## src/rtl/dxc_pkg.sv

```systemverilog
package dxc_pkg;

    localparam int AW = 32;

    typedef enum logic [2:0] {
        ST_IDLE,
        ST_CLOSE,
        ST_WAIT,
        ST_ROW,
        ST_CSET,
        ST_CSTB,
        ST_FIN
    } seq_state_e;

    typedef struct packed {
        logic [AW-1:0] base;
        logic [AW-1:0] mask;
        logic [3:0]    deny;
        logic          fast;
        logic [1:0]    pre;
    } bank_cfg_t;

    // Address as seen by the comparator: an external master cannot drive
    // the top nibble, and bits 27:24 only when those pins are routed out.
    function automatic logic [AW-1:0] ext_view(input logic [AW-1:0] a,
                                               input logic ext,
                                               input logic hi_ok);
        logic [AW-1:0] r;
        r = a;
        if (ext) begin
            r[31:28] = 4'h0;
            if (!hi_ok) r[27:24] = 4'h0;
        end
        return r;
    endfunction

endpackage

```

## src/rtl/dxc_bank_regs.sv

```systemverilog
module dxc_bank_regs import dxc_pkg::*; #(
    parameter int NB = 2,
    parameter int BW = 1
) (
    input  logic                 clk,
    input  logic                 rst,
    input  logic                 cfg_wr,
    input  logic [BW-1:0]        cfg_sel,
    input  bank_cfg_t            cfg_in,
    input  logic [NB-1:0]        pre_start,
    input  logic [NB-1:0]        ras_i,
    output bank_cfg_t [NB-1:0]   cfg_q,
    output logic [NB-1:0]        pre_busy
);

    generate
        for (genvar b = 0; b < NB; b++) begin : g_bank
            logic [2:0] cnt;

            always_ff @(posedge clk) begin
                if (rst) begin
                    cfg_q[b].base <= '1;
                    cfg_q[b].mask <= '0;
                    cfg_q[b].deny <= 4'hF;
                    cfg_q[b].fast <= 1'b0;
                    cfg_q[b].pre  <= 2'd0;
                end else if (cfg_wr && (cfg_sel == BW'(b))) begin
                    cfg_q[b] <= cfg_in;
                end
            end

            always_ff @(posedge clk) begin
                if (rst)               cnt <= '0;
                else if (pre_start[b]) cnt <= {1'b0, cfg_q[b].pre} + 3'd1;
                else if (cnt != 3'd0)  cnt <= cnt - 3'd1;
            end

            assign pre_busy[b] = (cnt != 3'd0);

            assert_pre_gap_R8: assert property (@(posedge clk) disable iff (rst)
                $rose(ras_i[b]) |-> !pre_busy[b]);
        end
    endgenerate

endmodule

```

## src/rtl/dxc_hit_decode.sv

```systemverilog
module dxc_hit_decode import dxc_pkg::*; #(
    parameter int NB = 2,
    parameter int BW = 1
) (
    input  bank_cfg_t [NB-1:0] cfg,
    input  logic [AW-1:0]      addr,
    input  logic               ext,
    input  logic               hi_ok,
    input  logic [1:0]         acc,
    output logic               any_hit,
    output logic [BW-1:0]      pick,
    output logic               burst
);

    logic [AW-1:0] eff;
    logic [NB-1:0] hit;

    assign eff = ext_view(addr, ext, hi_ok);

    generate
        for (genvar b = 0; b < NB; b++) begin : g_cmp
            assign hit[b] = (((eff ^ cfg[b].base) & ~cfg[b].mask) == '0)
                            && (ext || !cfg[b].deny[acc]);
        end
    endgenerate

    always_comb begin
        any_hit = 1'b0;
        pick    = '0;
        for (int b = NB - 1; b >= 0; b--) begin
            if (hit[b]) begin
                any_hit = 1'b1;
                pick    = BW'(b);
            end
        end
    end

    assign burst = ext || !cfg[pick].fast;

    always_comb begin
        if (any_hit) begin
            assert_lowest_R1: assert (hit[pick] &&
                ((hit & ((NB'(1) << pick) - NB'(1))) == '0));
        end
    end

endmodule

```

## src/rtl/dxc_seq.sv

```systemverilog
module dxc_seq import dxc_pkg::*; #(
    parameter int NB   = 2,
    parameter int BW   = 1,
    parameter int MA_W = 10
) (
    input  logic              clk,
    input  logic              rst,
    input  logic              req_valid,
    input  logic              any_hit,
    input  logic [BW-1:0]     hit_idx,
    input  logic              hit_burst,
    input  logic [MA_W-1:0]   row_in,
    input  logic [MA_W-3:0]   col_in,
    input  logic [NB-1:0]     pre_busy,
    output logic [NB-1:0]     pre_start,
    output logic              req_ready,
    output logic [NB-1:0]     ras_o,
    output logic              cas_o,
    output logic              ta_o,
    output logic              ta_oe,
    output logic              addr_oe,
    output logic [MA_W-1:0]   mux_addr,
    output logic              no_hit
);

    seq_state_e        st;
    logic [BW-1:0]     bank_q;
    logic [BW-1:0]     open_bank;
    logic              open_q;
    logic              burst_q;
    logic [1:0]        beat_q;
    logic [MA_W-1:0]   row_q;
    logic [MA_W-3:0]   col_q;
    logic              nohit_q;
    logic              take;
    logic              last_beat;

    assign take      = (st == ST_IDLE) && req_valid;
    assign last_beat = (st == ST_CSTB) && (beat_q == 2'd3);

    always_ff @(posedge clk) begin
        if (rst) begin
            st        <= ST_IDLE;
            bank_q    <= '0;
            open_bank <= '0;
            open_q    <= 1'b0;
            burst_q   <= 1'b1;
            beat_q    <= '0;
            row_q     <= '0;
            col_q     <= '0;
            nohit_q   <= 1'b0;
        end else begin
            nohit_q <= 1'b0;
            case (st)
                ST_IDLE: if (req_valid) begin
                    if (any_hit) begin
                        bank_q  <= hit_idx;
                        burst_q <= hit_burst;
                        row_q   <= row_in;
                        col_q   <= col_in;
                        beat_q  <= '0;
                        open_q  <= 1'b0;
                        st      <= open_q ? ST_CLOSE : ST_WAIT;
                    end else begin
                        nohit_q <= 1'b1;
                    end
                end
                ST_CLOSE: st <= ST_WAIT;
                ST_WAIT:  if (!pre_busy[bank_q]) st <= ST_ROW;
                ST_ROW:   st <= ST_CSET;
                ST_CSET:  st <= ST_CSTB;
                ST_CSTB: begin
                    if (beat_q == 2'd3) begin
                        st <= ST_FIN;
                        if (!burst_q) begin
                            open_q    <= 1'b1;
                            open_bank <= bank_q;
                        end
                    end else begin
                        beat_q <= beat_q + 2'd1;
                        st     <= ST_CSET;
                    end
                end
                ST_FIN:   st <= ST_IDLE;
                default:  st <= ST_IDLE;
            endcase
        end
    end

    always_comb begin
        pre_start = '0;
        if (take && any_hit && open_q) pre_start[open_bank] = 1'b1;
        if (last_beat && burst_q)      pre_start[bank_q]    = 1'b1;
    end

    always_comb begin
        ras_o = '0;
        if (st == ST_ROW || st == ST_CSET || st == ST_CSTB)
            ras_o[bank_q] = 1'b1;
        if (open_q && (st == ST_IDLE || st == ST_FIN))
            ras_o[open_bank] = 1'b1;
    end

    assign req_ready = (st == ST_IDLE);
    assign cas_o     = (st == ST_CSTB);
    assign ta_o      = (st == ST_CSTB);
    assign addr_oe   = (st == ST_ROW) || (st == ST_CSET) || (st == ST_CSTB);
    assign ta_oe     = addr_oe || (st == ST_FIN);
    assign no_hit    = nohit_q;

    always_comb begin
        if (st == ST_ROW)                        mux_addr = row_q;
        else if (st == ST_CSET || st == ST_CSTB) mux_addr = {col_q, beat_q};
        else                                     mux_addr = '0;
    end

    assert_one_row_R5: assert property (@(posedge clk) disable iff (rst)
        $onehot0(ras_o));
    assert_ta_pulse_R6: assert property (@(posedge clk) disable iff (rst)
        ta_o |=> !ta_o);
    assert_ta_bus_R6: assert property (@(posedge clk) disable iff (rst)
        ta_o |-> (addr_oe && $countones(ras_o) == 1));
    assert_end_R7: assert property (@(posedge clk) disable iff (rst)
        $fell(addr_oe) |-> (!cas_o && !ta_o && ta_oe));
    assert_ta_release_R7: assert property (@(posedge clk) disable iff (rst)
        $fell(addr_oe) |=> !ta_oe);
    assert_burst_close_R8: assert property (@(posedge clk) disable iff (rst)
        ($fell(addr_oe) && burst_q) |-> (ras_o == '0));
    assert_fast_hold_R9: assert property (@(posedge clk) disable iff (rst)
        ($fell(addr_oe) && !burst_q) |-> ($stable(ras_o) && ras_o != '0));
    assert_quiet_miss_R4: assert property (@(posedge clk) disable iff (rst)
        no_hit |-> (!cas_o && !ta_o && !addr_oe && req_ready));

endmodule

```

## src/rtl/dram_xm_ctrl.sv

```systemverilog
module dram_xm_ctrl import dxc_pkg::*; #(
    parameter int NB      = 2,
    parameter int MA_W    = 10,
    parameter int ROW_LSB = 10,
    localparam int BW     = (NB > 1) ? $clog2(NB) : 1
) (
    input  logic              clk,
    input  logic              rst,
    input  logic              cfg_wr,
    input  logic [BW-1:0]     cfg_sel,
    input  logic [31:0]       cfg_base,
    input  logic [31:0]       cfg_mask,
    input  logic [3:0]        cfg_deny,
    input  logic              cfg_fast,
    input  logic [1:0]        cfg_pre,
    input  logic              hi_pins_ext,
    input  logic              req_valid,
    input  logic              req_ext,
    input  logic [1:0]        req_type,
    input  logic [31:0]       req_addr,
    output logic              req_ready,
    output logic [NB-1:0]     ras_o,
    output logic              cas_o,
    output logic              ta_o,
    output logic              ta_oe,
    output logic              addr_oe,
    output logic [MA_W-1:0]   mux_addr,
    output logic              no_hit
);

    bank_cfg_t            cfg_in;
    bank_cfg_t [NB-1:0]   cfg_q;
    logic [NB-1:0]        pre_busy;
    logic [NB-1:0]        pre_start;
    logic                 any_hit;
    logic [BW-1:0]        hit_idx;
    logic                 hit_burst;

    assign cfg_in = '{base: cfg_base, mask: cfg_mask, deny: cfg_deny,
                      fast: cfg_fast, pre: cfg_pre};

    dxc_bank_regs #(.NB(NB), .BW(BW)) u_regs (
        .clk(clk), .rst(rst), .cfg_wr(cfg_wr), .cfg_sel(cfg_sel),
        .cfg_in(cfg_in), .pre_start(pre_start), .ras_i(ras_o),
        .cfg_q(cfg_q), .pre_busy(pre_busy)
    );

    dxc_hit_decode #(.NB(NB), .BW(BW)) u_hit (
        .cfg(cfg_q), .addr(req_addr), .ext(req_ext), .hi_ok(hi_pins_ext),
        .acc(req_type), .any_hit(any_hit), .pick(hit_idx), .burst(hit_burst)
    );

    dxc_seq #(.NB(NB), .BW(BW), .MA_W(MA_W)) u_seq (
        .clk(clk), .rst(rst), .req_valid(req_valid), .any_hit(any_hit),
        .hit_idx(hit_idx), .hit_burst(hit_burst),
        .row_in(req_addr[ROW_LSB +: MA_W]), .col_in(req_addr[MA_W-1:2]),
        .pre_busy(pre_busy), .pre_start(pre_start), .req_ready(req_ready),
        .ras_o(ras_o), .cas_o(cas_o), .ta_o(ta_o), .ta_oe(ta_oe),
        .addr_oe(addr_oe), .mux_addr(mux_addr), .no_hit(no_hit)
    );

endmodule

```

## config.mk

```make
export PLATFORM = sky130hd
export DESIGN_NAME = dram_xm_ctrl
export DESIGN_NICKNAME = d
export VERILOG_FILES = /design/src/rtl/dxc_pkg.sv /design/src/rtl/dxc_bank_regs.sv /design/src/rtl/dxc_hit_decode.sv /design/src/rtl/dxc_seq.sv /design/src/rtl/dram_xm_ctrl.sv
export SDC_FILE = /design/constraint.sdc
export NUM_CORES = 1
export LEC_CHECK = 0
export BUFFER_PORTS_ARGS = -buffer_cell sky130_fd_sc_hd__buf_2
export CAP_MARGIN = 20
export CORE_MARGIN = 10
export CORE_UTILIZATION = 45
export DETAILED_ROUTE_END_ITERATION = 6
export PLACE_DENSITY = 0.66
export SYNTH_ARGS = -nofsm -noshare
export SYNTH_HDL_FRONTEND = slang
export SYNTH_SLANG_ARGS = --single-unit
```

## constraint.sdc

```tcl
create_clock -name clk -period 6.3 [get_ports clk]
set_input_delay 1.26 -clock clk [delete_from_list [all_inputs] [get_ports clk]]
set_output_delay 1.26 -clock clk [all_outputs]
set_load 0.005 [all_outputs]
```

==> summary.md <==
| Metric | Value |
|---|---|
| CTS H-tree depth | `4` |
| R2R Setup Slk | `3.14 ns` |
| PwrDens | `297.3 nW/um^2` |
| Crit-path cells | `buf_2, xnor2_1, o22ai_1, nor4_1, o221ai_1, nor4_4, nor2_1, a221o_1, mux2_4` |
| # Post-CTS Setup Buffers | `0` |
| Reg2Reg Depth | `8` |
| Sw frac | `0.2487` |
| Post-Route WL | `21.64 mm` |
| Leakage | `0.003907 uW` |
| DR vias | `6661` |
| Chip width | `151.5 um` |
| FMAX | `264.8 MHz` |
| Synth cell types | `42` |
| Post-synth top area share | `0.4525` |
| Mapped Area | `7786 um^2` |
| DRT iter0 DRCs | `557` |
| Core footprint | `17120 um^2` |
| DR DRC count | `0` |
| Die H | `151.5 um` |
| CP Data Required Time | `6.62 ns` |
| Setup Total Neg Slack | `0 ns` |
| Routed Antenna Nets | `0` |
| Worst Hold Path Cells | `2` |
| Final hold violation count | `0` |
| Ys Warns | `0` |
| Worst-skew pair later-pin latency | `0.43 ns` |
| RePlAce Congestion | `0.8120` |
| Max_slew headroom | `0.4181` |
| Syn nets | `1075` |
| Vias per inst | `5.184` |
| Reg-to-reg startpoint | `u_regs.cfg_q[116]` |
| Post-synth top area cell | `dfxtp_1` |
| Initial Util | `0.4549` |
| Slew Limit Fails | `0` |
| Drt pass-1 iters | `5` |
| Reg2Reg Capture Point | `u_seq.beat_q[0]` |
| Die ar. | `22960 um^2` |
| VDD IR max | `0.0001893 V` |
| EDFF count, synth | `0` |
| Top Ports | `130` |
| GRT Util Overall | `0.1866` |
| Syn_area_per_cell | `8.145 um^2` |
| Clock Tree Root | `clkbuf_16` |
| Int Pwr | `2050 uW` |
| Largest net degree at the start of global routing | `72` |
| FP Rows | `48` |
| Crit Path Max Fanout | `6` |
| Reg power frac | `0.448` |
| Type of origin of the critical path | `primary input` |
| Comb pwr share | `0.133` |
| Net Sw Power | `678.5 uW` |
| WL per Instance | `16.84 um` |
| RSZ-0062 raised after global routing | `false` |
| Net count, final | `1167` |
| Least-Margin Pin Slew | `0.8729 ns` |
| Hold-fix buffers at CTS | `0` |
| Clk_skew | `0.008702 ns` |
| IO buf count | `129` |
| Vias in the first global route | `6322` |
| Slowest stage delay, CP | `0.68 ns` |
| Crit end category | `flip-flop` |
| Clk buf depth | `2` |
| Crit-path slowest cell | `nor4_1` |
| Synth Flop Type | `dfxtp_1` |
| Min Tclk post-route | `3.776 ns` |
| Max Cap Viol | `0` |
| DP HPWL | `14.96 mm` |
| Initial antenna violation count | `2` |
| Crit share post-route | `0.5994` |
| Clock Sinks | `176` |
| Num CTS Buffers | `17` |
| Final setup fails | `0` |
| Pre-CTS WS | `2.078 ns` |
| First-pass GRT wire length | `33.71 mm` |
| Clock Power Share | `0.419` |
| Commonest non-fill, non-tap cell in the layout | `nand2_1` |
| Worst hold path startpoint | `u_regs.cfg_q[84]` |
| Seq cells post-synth | `176` |
| Outcome | `completed` |
| Hold Path Sink | `u_regs.cfg_q[84]` |
| CTS tree | `built` |
| Total grt overflow | `0` |
| Syn Inst Count | `956` |
| Worst EP arrival | `4.10 ns` |
| Post_cts resized | `0` |
| Clk slew on worst S/H paths | `0.06 ns` |
| Synth area leaders | `dfxtp_1, nand2_1, nand3b_1` |
| Commonest non-fill, non-tap cells in the layout | `nand2_1, dfxtp_1, buf_2` |
| Share of layout cells above drive strength 1 | `0.1690` |
| Synth async-reset ratio | `0` |
| Layout area overhead | `17.87%` |
| Critical path class | `primary input to flip-flop` |
| Final setup margin | `2.524 ns` |
| Hold Crit Class | `flip-flop to flip-flop` |
| Sequential area share after synthesis | `0.4525` |
==> flip-flops by register name, indices dropped and copies added, names as in the netlist, 2 cells and up <==
signal and count:
u_regs.cfg_q 142, u_regs.g_bank.cnt 6, u_seq.beat_q 2, u_seq.col_q 8, u_seq.row_q 10, u_seq.st 3
==> layer usage <==
layer  global-route usage  part of all wire  vias up
met2               0.2778              0.44      164
met4              0.05434             0.015        2
met5                    0           0.00060        -
met3              0.04604             0.068       24
met1               0.2616              0.48     3102
li1                     -                 -     3369
==> how the worst max path moves through the flow <==
| stage | end | slack (ns) | cells past startpoint | startpoint |
|---|---|---|---|---|
| 4_1_cts | u_seq.beat_q[0] | 2.52 | 9 | req_addr[6] |
| 6_report | u_seq.beat_q[0] | 2.52 | 9 | req_addr[6] |
| 3_5_place_dp | u_seq.beat_q[0] | 2.08 | 9 | req_addr[14] |
| 3_3_place_gp | u_seq.beat_q[0] | 2.08 | 9 | req_addr[6] |
| 5_1_grt | u_seq.burst_q | 2.35 | 9 | req_addr[14] |
| 2_1_floorplan | u_seq.beat_q[0] | 3.10 | 8 | req_addr[6] |
==> metrics by stage <==
stage | std cells | utilization | power [uW] | instance area (um^2) | hold WS, ns
after global routing | 1284 | 0.5360 | 2847 | 9175 | 0.4707
final | 1285 | 0.5362 | 2728 | 9178 | 0.4563
after floorplan | 956 | - | 1483 | 7786 | 0.4320
after detailed placement | 1254 | 0.4991 | 1607 | 8542 | 0.4481
after CTS | 1284 | 0.5360 | 2752 | 9175 | 0.4572
after global placement | 1254 | 0.4991 | 1602 | 8542 | 0.4419
==> cells in the mapped netlist, types with 2 or more instances <==
cell type,instances
o221ai_1,6
nor3_1,6
o22ai_1,28
and3_1,2
or2_1,2
nor2b_1,11
and2b_1,2
inv_1,6
mux2i_1,23
a211oi_1,3
nor4_4,2
a211oi_2,2
o21ai_0,14
and2_1,4
nand2_1,311
mux4_2,2
xnor2_1,59
buf_1,3
nand3b_1,73
dfxtp_1,176
or2_2,3
o31ai_1,6
xor2_1,8
nor2_1,35
clkbuf_1,55
nor4_1,8
a22o_1,3
ha_1,7
buf_2,2
nand2b_1,9
a21oi_1,74
==> cell families after synthesis <==
logic type / synth area share
buffers and inverters: 0.03310
adders and majority gates: 0.01125
muxes: 0.03728
DFF: 0.4525
AOI/OAI and AO/OA: 0.1064
xor gates and xnor gates: 0.07537
and+or+nand+nor: 0.2841
==> final cells by class <==
cell class	count	area, um^2
clock inverters	10	186.4
fillers	1651	7939
well taps	225	281.5
repair buffers	134	685.7
multi-input cells	713	4029
flip-flops and latches	176	3523
inverters	6	22.52
clock buffers	20	446.7
diodes	1	2.502
==> power groups by stage <==
stage	logic, uW	clock network (uW)	registers [uW]
global placement	358	0	1240
detailed placement	362	0	1250
CTS	365	1170	1220
floorplan	246	0	1240
finish	363	1140	1220
global route	409	1210	1230
==> worst max-delay path: cells and delay by family <==
kind                      cells  cell delay, ns
and+or+nand+nor               3            1.34
muxes                         1            0.30
xor gates and xnor gates      1            0.16
buffers and inverters         1            0.12
AOI/OAI and AO/OA             3            0.91
(Power assumes the default switching activity.)
